### src/rtl/unstick_pkg.sv
package unstick_pkg;
  typedef enum logic [2:0] {
    ST_IDLE,
    ST_LOW,
    ST_HIGH,
    ST_STOP_LO,
    ST_STOP_SCL,
    ST_STOP_SDA,
    ST_SRST
  } unstick_state_e;
endpackage

### src/rtl/unstick_phase_timer.sv
module unstick_phase_timer #(
  parameter int W = 8
) (
  input  logic         clk,
  input  logic         rst_n,
  input  logic         load,
  input  logic [W-1:0] load_val,
  input  logic         run,
  output logic         expired
);
  logic [W-1:0] cnt_q;

  always_ff @(posedge clk or negedge rst_n) begin
    if (!rst_n)                    cnt_q <= '0;
    else if (load)                 cnt_q <= load_val;
    else if (run && cnt_q != '0)   cnt_q <= cnt_q - W'(1);
  end

  assign expired = (cnt_q == '0);
endmodule

### src/rtl/unstick_pulse_count.sv
module unstick_pulse_count #(
  parameter int LIMIT = 9,
  parameter int CW    = 4
) (
  input  logic          clk,
  input  logic          rst_n,
  input  logic          clr,
  input  logic          inc,
  output logic [CW-1:0] count,
  output logic          at_limit
);
  always_ff @(posedge clk or negedge rst_n) begin
    if (!rst_n)                  count <= '0;
    else if (clr)                count <= '0;
    else if (inc && !at_limit)   count <= count + CW'(1);
  end

  assign at_limit = (count == CW'(LIMIT));
endmodule

### src/rtl/unstick_pin_decode.sv
module unstick_pin_decode
  import unstick_pkg::*;
(
  input  unstick_state_e state,
  output logic           scl_pull,
  output logic           sda_pull,
  output logic           own,
  output logic           srst,
  output logic           active
);
  always_comb begin
    scl_pull = (state == ST_LOW) || (state == ST_STOP_LO);
    sda_pull = (state == ST_STOP_LO) || (state == ST_STOP_SCL);
    own      = (state == ST_LOW) || (state == ST_HIGH) || (state == ST_STOP_LO)
            || (state == ST_STOP_SCL) || (state == ST_STOP_SDA);
    srst     = (state == ST_SRST);
    active   = (state != ST_IDLE);
  end
endmodule

### src/rtl/i2c_bus_unstick.sv
module i2c_bus_unstick
  import unstick_pkg::*;
#(
  parameter int DIV_W       = 8,
  parameter int MAX_PULSES  = 9,
  parameter int SRST_CYCLES = 4
) (
  input  logic             clk,
  input  logic             rst_n,
  input  logic             start_req,
  input  logic             wdog_timeout,
  input  logic [DIV_W-1:0] half_div,
  input  logic             scl_in,
  input  logic             sda_in,
  output logic             scl_oe,
  output logic             sda_oe,
  output logic             own_sel,
  output logic             core_srst,
  output logic             busy,
  output logic             done_ok,
  output logic             done_fail
);
  localparam int CNT_W = $clog2(MAX_PULSES + 1);

  // Divider floor: half periods shorter than two clocks are stretched to two.
  function automatic logic [DIV_W-1:0] floor_div(input logic [DIV_W-1:0] v);
    return (v < DIV_W'(2)) ? DIV_W'(2) : v;
  endfunction

  unstick_state_e   state_q, state_d;
  logic [DIV_W-1:0] div_q;
  logic             fail_pend_q;

  // Named internal events
  logic             req_take;
  logic             phase_end;
  logic             sda_free_seen;
  logic             limit_hit;
  logic             tmr_run;
  logic             tmr_expired;
  logic             tmr_load;
  logic [DIV_W-1:0] tmr_val;
  logic [CNT_W-1:0] pulse_cnt;
  logic             pulse_at_max;

  assign req_take  = (state_q == ST_IDLE) && (start_req || wdog_timeout);
  // High phases only count while the line is really high (clock stretch).
  assign tmr_run   = ((state_q == ST_HIGH) || (state_q == ST_STOP_SCL)) ? scl_in : 1'b1;
  assign phase_end = (state_q != ST_IDLE) && tmr_run && tmr_expired;
  assign sda_free_seen = (state_q == ST_HIGH) && phase_end && sda_in;
  assign limit_hit     = (state_q == ST_HIGH) && phase_end && !sda_in && pulse_at_max;

  always_comb begin
    state_d = state_q;
    case (state_q)
      ST_IDLE:     if (req_take) state_d = ST_LOW;
      ST_LOW:      if (phase_end) state_d = ST_HIGH;
      ST_HIGH:     if (phase_end) state_d = (sda_free_seen || limit_hit) ? ST_STOP_LO : ST_LOW;
      ST_STOP_LO:  if (phase_end) state_d = ST_STOP_SCL;
      ST_STOP_SCL: if (phase_end) state_d = ST_STOP_SDA;
      ST_STOP_SDA: if (phase_end) state_d = ST_SRST;
      ST_SRST:     if (phase_end) state_d = ST_IDLE;
      default:     state_d = ST_IDLE;
    endcase
  end

  assign tmr_load = req_take || phase_end;
  always_comb begin
    if (req_take)                 tmr_val = floor_div(half_div) - DIV_W'(1);
    else if (state_d == ST_SRST)  tmr_val = DIV_W'(SRST_CYCLES - 1);
    else                          tmr_val = div_q - DIV_W'(1);
  end

  always_ff @(posedge clk or negedge rst_n) begin
    if (!rst_n) begin
      state_q     <= ST_IDLE;
      div_q       <= DIV_W'(2);
      fail_pend_q <= 1'b0;
      done_ok     <= 1'b0;
      done_fail   <= 1'b0;
    end else begin
      state_q <= state_d;
      if (req_take) begin
        div_q       <= floor_div(half_div);
        fail_pend_q <= 1'b0;
        done_ok     <= 1'b0;
        done_fail   <= 1'b0;
      end else begin
        if (limit_hit) fail_pend_q <= 1'b1;
        if ((state_q == ST_SRST) && phase_end) begin
          done_ok   <= !fail_pend_q;
          done_fail <= fail_pend_q;
        end
      end
    end
  end

  unstick_phase_timer #(.W(DIV_W)) u_timer (
    .clk      (clk),
    .rst_n    (rst_n),
    .load     (tmr_load),
    .load_val (tmr_val),
    .run      (tmr_run),
    .expired  (tmr_expired)
  );

  unstick_pulse_count #(.LIMIT(MAX_PULSES), .CW(CNT_W)) u_pulses (
    .clk      (clk),
    .rst_n    (rst_n),
    .clr      (req_take),
    .inc      ((state_q == ST_LOW) && phase_end),
    .count    (pulse_cnt),
    .at_limit (pulse_at_max)
  );

  unstick_pin_decode u_pins (
    .state    (state_q),
    .scl_pull (scl_oe),
    .sda_pull (sda_oe),
    .own      (own_sel),
    .srst     (core_srst),
    .active   (busy)
  );
endmodule

### config.mk
export PLATFORM = sky130hd
export DESIGN_NAME = i2c_bus_unstick
export DESIGN_NICKNAME = d
export VERILOG_FILES = /design/src/rtl/unstick_pkg.sv /design/src/rtl/unstick_phase_timer.sv /design/src/rtl/unstick_pulse_count.sv /design/src/rtl/unstick_pin_decode.sv /design/src/rtl/i2c_bus_unstick.sv
export SDC_FILE = /design/constraint.sdc
export NUM_CORES = 1
export LEC_CHECK = 0
export BUFFER_PORTS_ARGS = -buffer_cell sky130_fd_sc_hd__buf_2
export CAP_MARGIN = 15
export CORE_ASPECT_RATIO = 2
export CORE_MARGIN = 3
export CORE_UTILIZATION = 47
export CTS_BUF_LIST = sky130_fd_sc_hd__clkbuf_4 sky130_fd_sc_hd__clkbuf_8 sky130_fd_sc_hd__clkbuf_16
export CTS_CLUSTER_DIAMETER = 80
export DETAILED_ROUTE_END_ITERATION = 16
export HOLD_SLACK_MARGIN = 0.08
export PLACE_DENSITY = 0.64
export SYNTH_ARGS = -nofsm -noshare
export SYNTH_HDL_FRONTEND = slang
export SYNTH_SLANG_ARGS = --single-unit
export TNS_END_PERCENT = 100
### constraint.sdc
create_clock -name clk -period 3.2 [get_ports clk]
set_input_delay 0.64 -clock clk [delete_from_list [all_inputs] [get_ports clk]]
set_output_delay 0.64 -clock clk [all_outputs]
set_load 0.02 [all_outputs]
==> Yosys cells after proc, flatten, opt, wreduce, memory -nomap -nowiden <==
Cells that the tools add are included.
{ "classes": {"magnitude_cmp": 1, "n_reduce_logical": 32, "muxes": 23, "eq_ne": 8, "n_addsub": 4} }
{ "ops": {"columns": ["op", "n"], "rows": [
  ["two-way mux 8 bit", 5],
  ["subtractor 8 x 1 -> 8 bit, second input constant", 3],
  ["two-way mux 3 bit", 7],
  ["one-hot mux 3 bit (7 select lines)", 1],
  ["== test 3 bit, second input constant", 4],
  ["logical AND 1 bit", 11],
  ["logical OR 1 bit", 10],
  ["zero test 8 bit", 1],
  ["< comparator 8 x 2 -> 1 bit, second input constant", 1],
  ["two-way mux 4 bit", 2],
  ["nonzero test 2 bit", 4],
  ["nonzero test 8 bit", 1],
  ["two-way mux 1 bit", 7],
  ["== test 3 x 2 -> 1 bit, second input constant", 2],
  ["adder 4 x 1 -> 4 bit, second input constant", 1],
  ["== test 4 bit, second input constant", 1],
  ["== test 3 x 1 -> 1 bit, second input constant", 1],
  ["zero test 1 bit", 3],
  ["zero test 3 bit", 1],
  ["nonzero test 3 bit", 1],
  ["two-way mux 2 bit", 1]
]} }
{ "word_totals": {"input_bits": 14, "out_inout_bits": 7, "ff_bits": 26} }

==> Logic depth before layout (Yosys ltp) <==
{ "logic_depth": {"ltp_word": 16, "mapped_depth": 8, "mapped_depth_nobuf": 8} }

==> By module <==
From an unflattened synthesis, not the netlist that was laid out.
{ "unflattened": {"cells_unflattened": 208, "area_unflattened_um2": 1821.7} }
{ "by_module_without_submodules": {"columns": ["module", "n_inst", "cells_each", "area_per_inst_um2"], "rows": [
  ["i2c_bus_unstick", 1, 121, 1011.0],
  ["unstick_phase_timer", 1, 58, 528.0],
  ["unstick_pulse_count", 1, 23, 231.5],
  ["unstick_pin_decode", 1, 6, 51.3]
]} }

==> Worst setup path before layout <==
OpenSTA, ideal clock, no wires.
{ "synth_path": {"path_kind": "register -> register", "start": "reg u_timer.cnt_q[5]", "end": "reg u_timer.cnt_q[5]", "stages_incl_launch_ff": 7, "path_slack_ns": 1.031, "period_less_slack_ns": 2.169, "setup_ns": 0.126, "n_path_buf": 1, "arrival_time_ns": 2.043, "path_cell_list": "dfrtp_1 or4_1 buf_2 nor4_4 nor2_2 a22o_1 a221o_1"} }
{ "synth_between": {"elab_chain_len": 13} }
{ "synth_rtl": {"columns": ["element", "line_no", "text"], "rows": [
  ["start, declared", "unstick_phase_timer.sv:11", "logic [W-1:0] cnt_q;"],
  ["start signal, assigned", "unstick_phase_timer.sv:15", "else if (load) cnt_q <= load_val;"],
  ["start signal, assigned", "unstick_phase_timer.sv:16", "else if (run && cnt_q != '0) cnt_q <= cnt_q - W'(1);"],
  ["zero test 8 bit", "unstick_phase_timer.sv:19", "assign expired = (cnt_q == '0);"],
  ["logical AND 1 bit", "i2c_bus_unstick.sv:49", "assign phase_end = (state_q != ST_IDLE) && tmr_run && tmr_expired;"],
  ["logical AND 1 bit", "i2c_bus_unstick.sv:50, i2c_bus_unstick.sv:51", null],
  ["logical AND 1 bit (2 in series)", "i2c_bus_unstick.sv:51", "assign limit_hit = (state_q == ST_HIGH) && phase_end && !sda_in && pulse_at_max;"],
  ["logical OR 1 bit", "i2c_bus_unstick.sv:58", "ST_HIGH: if (phase_end) state_d = (sda_free_seen || limit_hit) ? ST_STOP_LO : ST_LOW;"],
  ["two-way mux 2 bit", "i2c_bus_unstick.sv:58", null],
  ["two-way mux 3 bit", "i2c_bus_unstick.sv:58", null],
  ["one-hot mux 3 bit (7 select lines)", "i2c_bus_unstick.sv:55", "case (state_q)"],
  ["== test 3 bit", "i2c_bus_unstick.sv:70", "else if (state_d == ST_SRST) tmr_val = DIV_W'(SRST_CYCLES - 1);"],
  ["two-way mux 8 bit", "i2c_bus_unstick.sv:70", null],
  ["two-way mux 8 bit", "i2c_bus_unstick.sv:69", "if (req_take) tmr_val = floor_div(half_div) - DIV_W'(1);"],
  ["two-way mux 8 bit", "unstick_phase_timer.sv:15", null]
]} }
Parallel ways exist; a longest one is shown, timed or not. The select of a mux whose other input is x is not followed.
A chain may end at the register's enable or synchronous reset.

==> Final worst setup path <==
Ends and elaborated chain as after synthesis.

==> results.py <==
metrics = {
    "route": {
        "post_drt_wl_per_cell_um": 15.9,
        "route.vias.total": 1597,
        "dr.pass1.iters": 4,
        "detail_route.vias_per_cell": 5.87,
        "drcViolationCount": 0,
        "detail_route.wirelength_um": 4310,
        "drtAntennaViolNets": 0,
        "drt_iter0_drc": 36,
    },
    "critical_path": {
        "type_of_element_capturing_the_critical_path": "flop",
        "timing.critical_path.slowest_stage_cell": "or4_1",
        "critical_path_cell_by_cell": "or4_1, nor4_4, nor2_2, a22o_1, a221o_1",
        "crit_fanout": 9,
        "critical-path-top-delay-family": "simple AND/OR/NAND/NOR gates",
        "critPathRequiredTime_ns": 3.35,
        "worst_ep_arrival_time_ns": 2.57,
        "critical_path_class": "reg2reg",
        "critPathLaunchType": "flop",
        "worst-path-buf-inv": 0,
        "slowest_delay_ns": 0.67,
    },
    "clock_network": {
        "clk-insertion-delay-late_ns": 0.27,
        "numCtsBuffers": 3,
        "clock_transition_at_path_regs_ns": 0.09,
        "postCtsSetupBuffers": 0,
        "ctsResizeCount": 0,
        "cts.sinks": 26,
        "cts-root-to-sink-buffers": 2,
        "root_buf_cell": "clkbuf_8",
        "hold_buf_cts": 0,
        "htreeDepth": 1,
        "tritoncts": "done",
    },
    "placement": {
        "dpl.cell_count": 268,
        "dp_hpwl_um": 3460,
        "port_buffers": 20,
        "routabilityCongestion": 0.878,
    },
    "die": {
        "die-area_um2": 4570,
        "core_region_area_um2": 3490,
        "floorplan.die.height_um": 92.7,
        "std_cell_rows": 30,
        "ios": 21,
        "chipWidth_um": 49.3,
        "initial_utilization": 0.506,
    },
    "global_route": {
        "overall_overflow_remaining_after_global_route": 0,
        "global_route.usage.total": 0.202,
        "number_of_global_route_vias_before_repair": 1600,
        "grt_antenna_before_repair": 0,
        "grt_first_pass_wirelength_um": 7200,
        "largest_net_degree_at_the_start_of_global_routing": 27,
    },
    "synth": {
        "synth_top_cells_by_count": "nand2_1 (31), dfrtp_1 (25), nor2_1 (17)",
        "postSynthNetCount": 226,
        "async_set_or_reset_flop_fraction_in_the_synthesized_netlist": 1.00,
        "synth-main-ff-cell": "dfrtp_1",
        "post_synthesis_cells": 206,
        "synth_edf_count": 0,
        "syn_avg_cell_area_um2": 8.57,
        "yosysWarnings": 0,
        "synth-seq-area-share": 0.369,
        "synth_area_leader_cell": "dfrtp_1",
        "ys_top_cells_by_area": "dfrtp_1 (35%), nand2_1 (6.6%), xnor2_1 (6.0%), ha_1 (4.3%), o21ai_0 (4.3%)",
        "synth_most_common_cell": "nand2_1",
        "synth_top_area_share": 0.354,
        "synth-seq-cells": 26,
        "syn-cell-area_um2": 1770,
        "synth_cell_types": 49,
    },
    "final_layout": {
        "multi_input_comb_area_um2": 1040,
        "layout.cells.non_filler": 272,
        "ff_latch_area_um2": 652,
        "layout-drive-gt1-share": 0.161,
        "num_antenna_cells": 0,
        "fillers": 338,
        "syn2layout_area_growth_pct": 12.1,
        "layout.nets": 245,
    },
    "sta": {
        "final.min_clock_period_ns": 2.41,
        "clock.fmax_ghz": 0.415,
        "fin_setup_tns_ns": 0,
        "report.final.hold_viol_count": 0,
        "grt_setup_unrepaired": "false",
        "post-route-period-util": 0.754,
        "slew-limit-headroom": 0.569,
        "finalClockSkew_ns": 0.00784,
        "timing_max_transition_violations_final": 0,
        "worst_margin_slew_ns": 0.638,
        "setup_viol": 0,
    },
    "outcome": {
        "outcome": "completed",
    },
    "flow_run": {
        "max-cap-violations": 0,
    },
    "power_and_ir_drop": {
        "ir_worst_vdd_v": 0.000374,
        "cellPowerDensity_nw_per_um2": 737,
        "p_leak_uw": 0.000849,
        "power_uw": 1460,
    },
    "min_path": {
        "holdCritPathClass": "in2async",
    },
}
[state kept, by name, summed over array words and instances, names as in the netlist]
signal and cells:
div_q 8, done_fail 1, done_ok 1, fail_pend_q 1
state_q 3, u_pulses.count 4, u_timer.cnt_q 8
[final cells by class]
type,count,area share
Clock buffer,3,0.0209
Clock inverter,1,0.0152
Inverter,10,0.0190
Multi-Input combinational cell,161,0.523
Sequential cell,26,0.329
Tap cell,48,0.0303
Timing Repair Buffer,23,0.0619
[routing by layer]
metal,part of all wire,GRT usage,vias to the layer above
li1,-,-,769
met1,0.35,0.198,767
met2,0.57,0.382,39
met3,0.028,0.0242,22
met4,0.053,0.128,0
met5,0,0,-
[power by group]
group / switching, µW / total (µW) / internal, µW
Clock: 103 / 270 / 167
Combinational: 310 / 580 / 270
Sequential: 159 / 609 / 450
[worst register-to-register path, stage by stage, from the launching register on]
cell and delay (ns):
dfrtp_1 0.43, or4_1 0.67, nor4_4 0.54, nor2_2 0.12, a22o_1 0.24, a221o_1 0.30
[cell families after synthesis]
| logic type | count (synthesis) | synth area share |
|---|---|---|
| adders and majority gates | 6 | 0.0425 |
| AOI/OAI and AO/OA | 47 | 0.183 |
| muxes | 4 | 0.0227 |
| buffers and inverters | 19 | 0.0439 |
| and+or+nand+nor | 88 | 0.259 |
| xor gates and xnor gates | 16 | 0.0794 |
| DFF | 26 | 0.369 |
[stage by stage]
step / setup slack (ns) / utilization / instance area, µm² / hold WS (ns)
2_1_floorplan: 1.03 / - / 1770 / 0.344
3_3_place_gp: 0.659 / 0.547 / 1910 / 0.446
5_1_grt: 0.685 / 0.567 / 1980 / 0.391
3_5_place_dp: 0.637 / 0.547 / 1910 / 0.454
4_1_cts: 0.795 / 0.567 / 1980 / 0.375
6_report: 0.789 / 0.567 / 1980 / 0.351
[cell usage in the layout (no fill, tap or decap), types with 3 or more instances in the layout]
master,instances
a21oi_1,7
buf_2,20
buf_4,3
clkbuf_8,3
dfrtp_1,25
ha_1,6
inv_1,10
mux2i_1,4
nand2_1,31
nand2b_1,3
nand3_1,6
nor2_1,17
nor3_1,5
nor4_1,5
nor4b_1,3
o21ai_0,14
o22ai_1,6
or2_2,3
xnor2_1,12
xor2_1,4
[path summary, 6_finish.rpt]
path	start	endpoint	slack [ns]	depth (start not counted)
worst max register to register	u_timer.cnt_q[5]$_DFFE_PN0P_	u_timer.cnt_q[5]$_DFFE_PN0P_	0.79	5
worst min register to register	fail_pend_q$_DFFE_PN0P_	done_ok$_DFFE_PN0P_	0.47	1
min in group clk	fail_pend_q$_DFFE_PN0P_	done_ok$_DFFE_PN0P_	0.47	1
worst max-delay path	u_timer.cnt_q[5]$_DFFE_PN0P_	u_timer.cnt_q[5]$_DFFE_PN0P_	0.79	5
max in group asynchronous	rst_n	u_timer.cnt_q[5]$_DFFE_PN0P_	2.47	1
worst min-delay path	rst_n	div_q[2]$_DFFE_PN0P_	0.35	1
(Power assumes the default switching activity.)
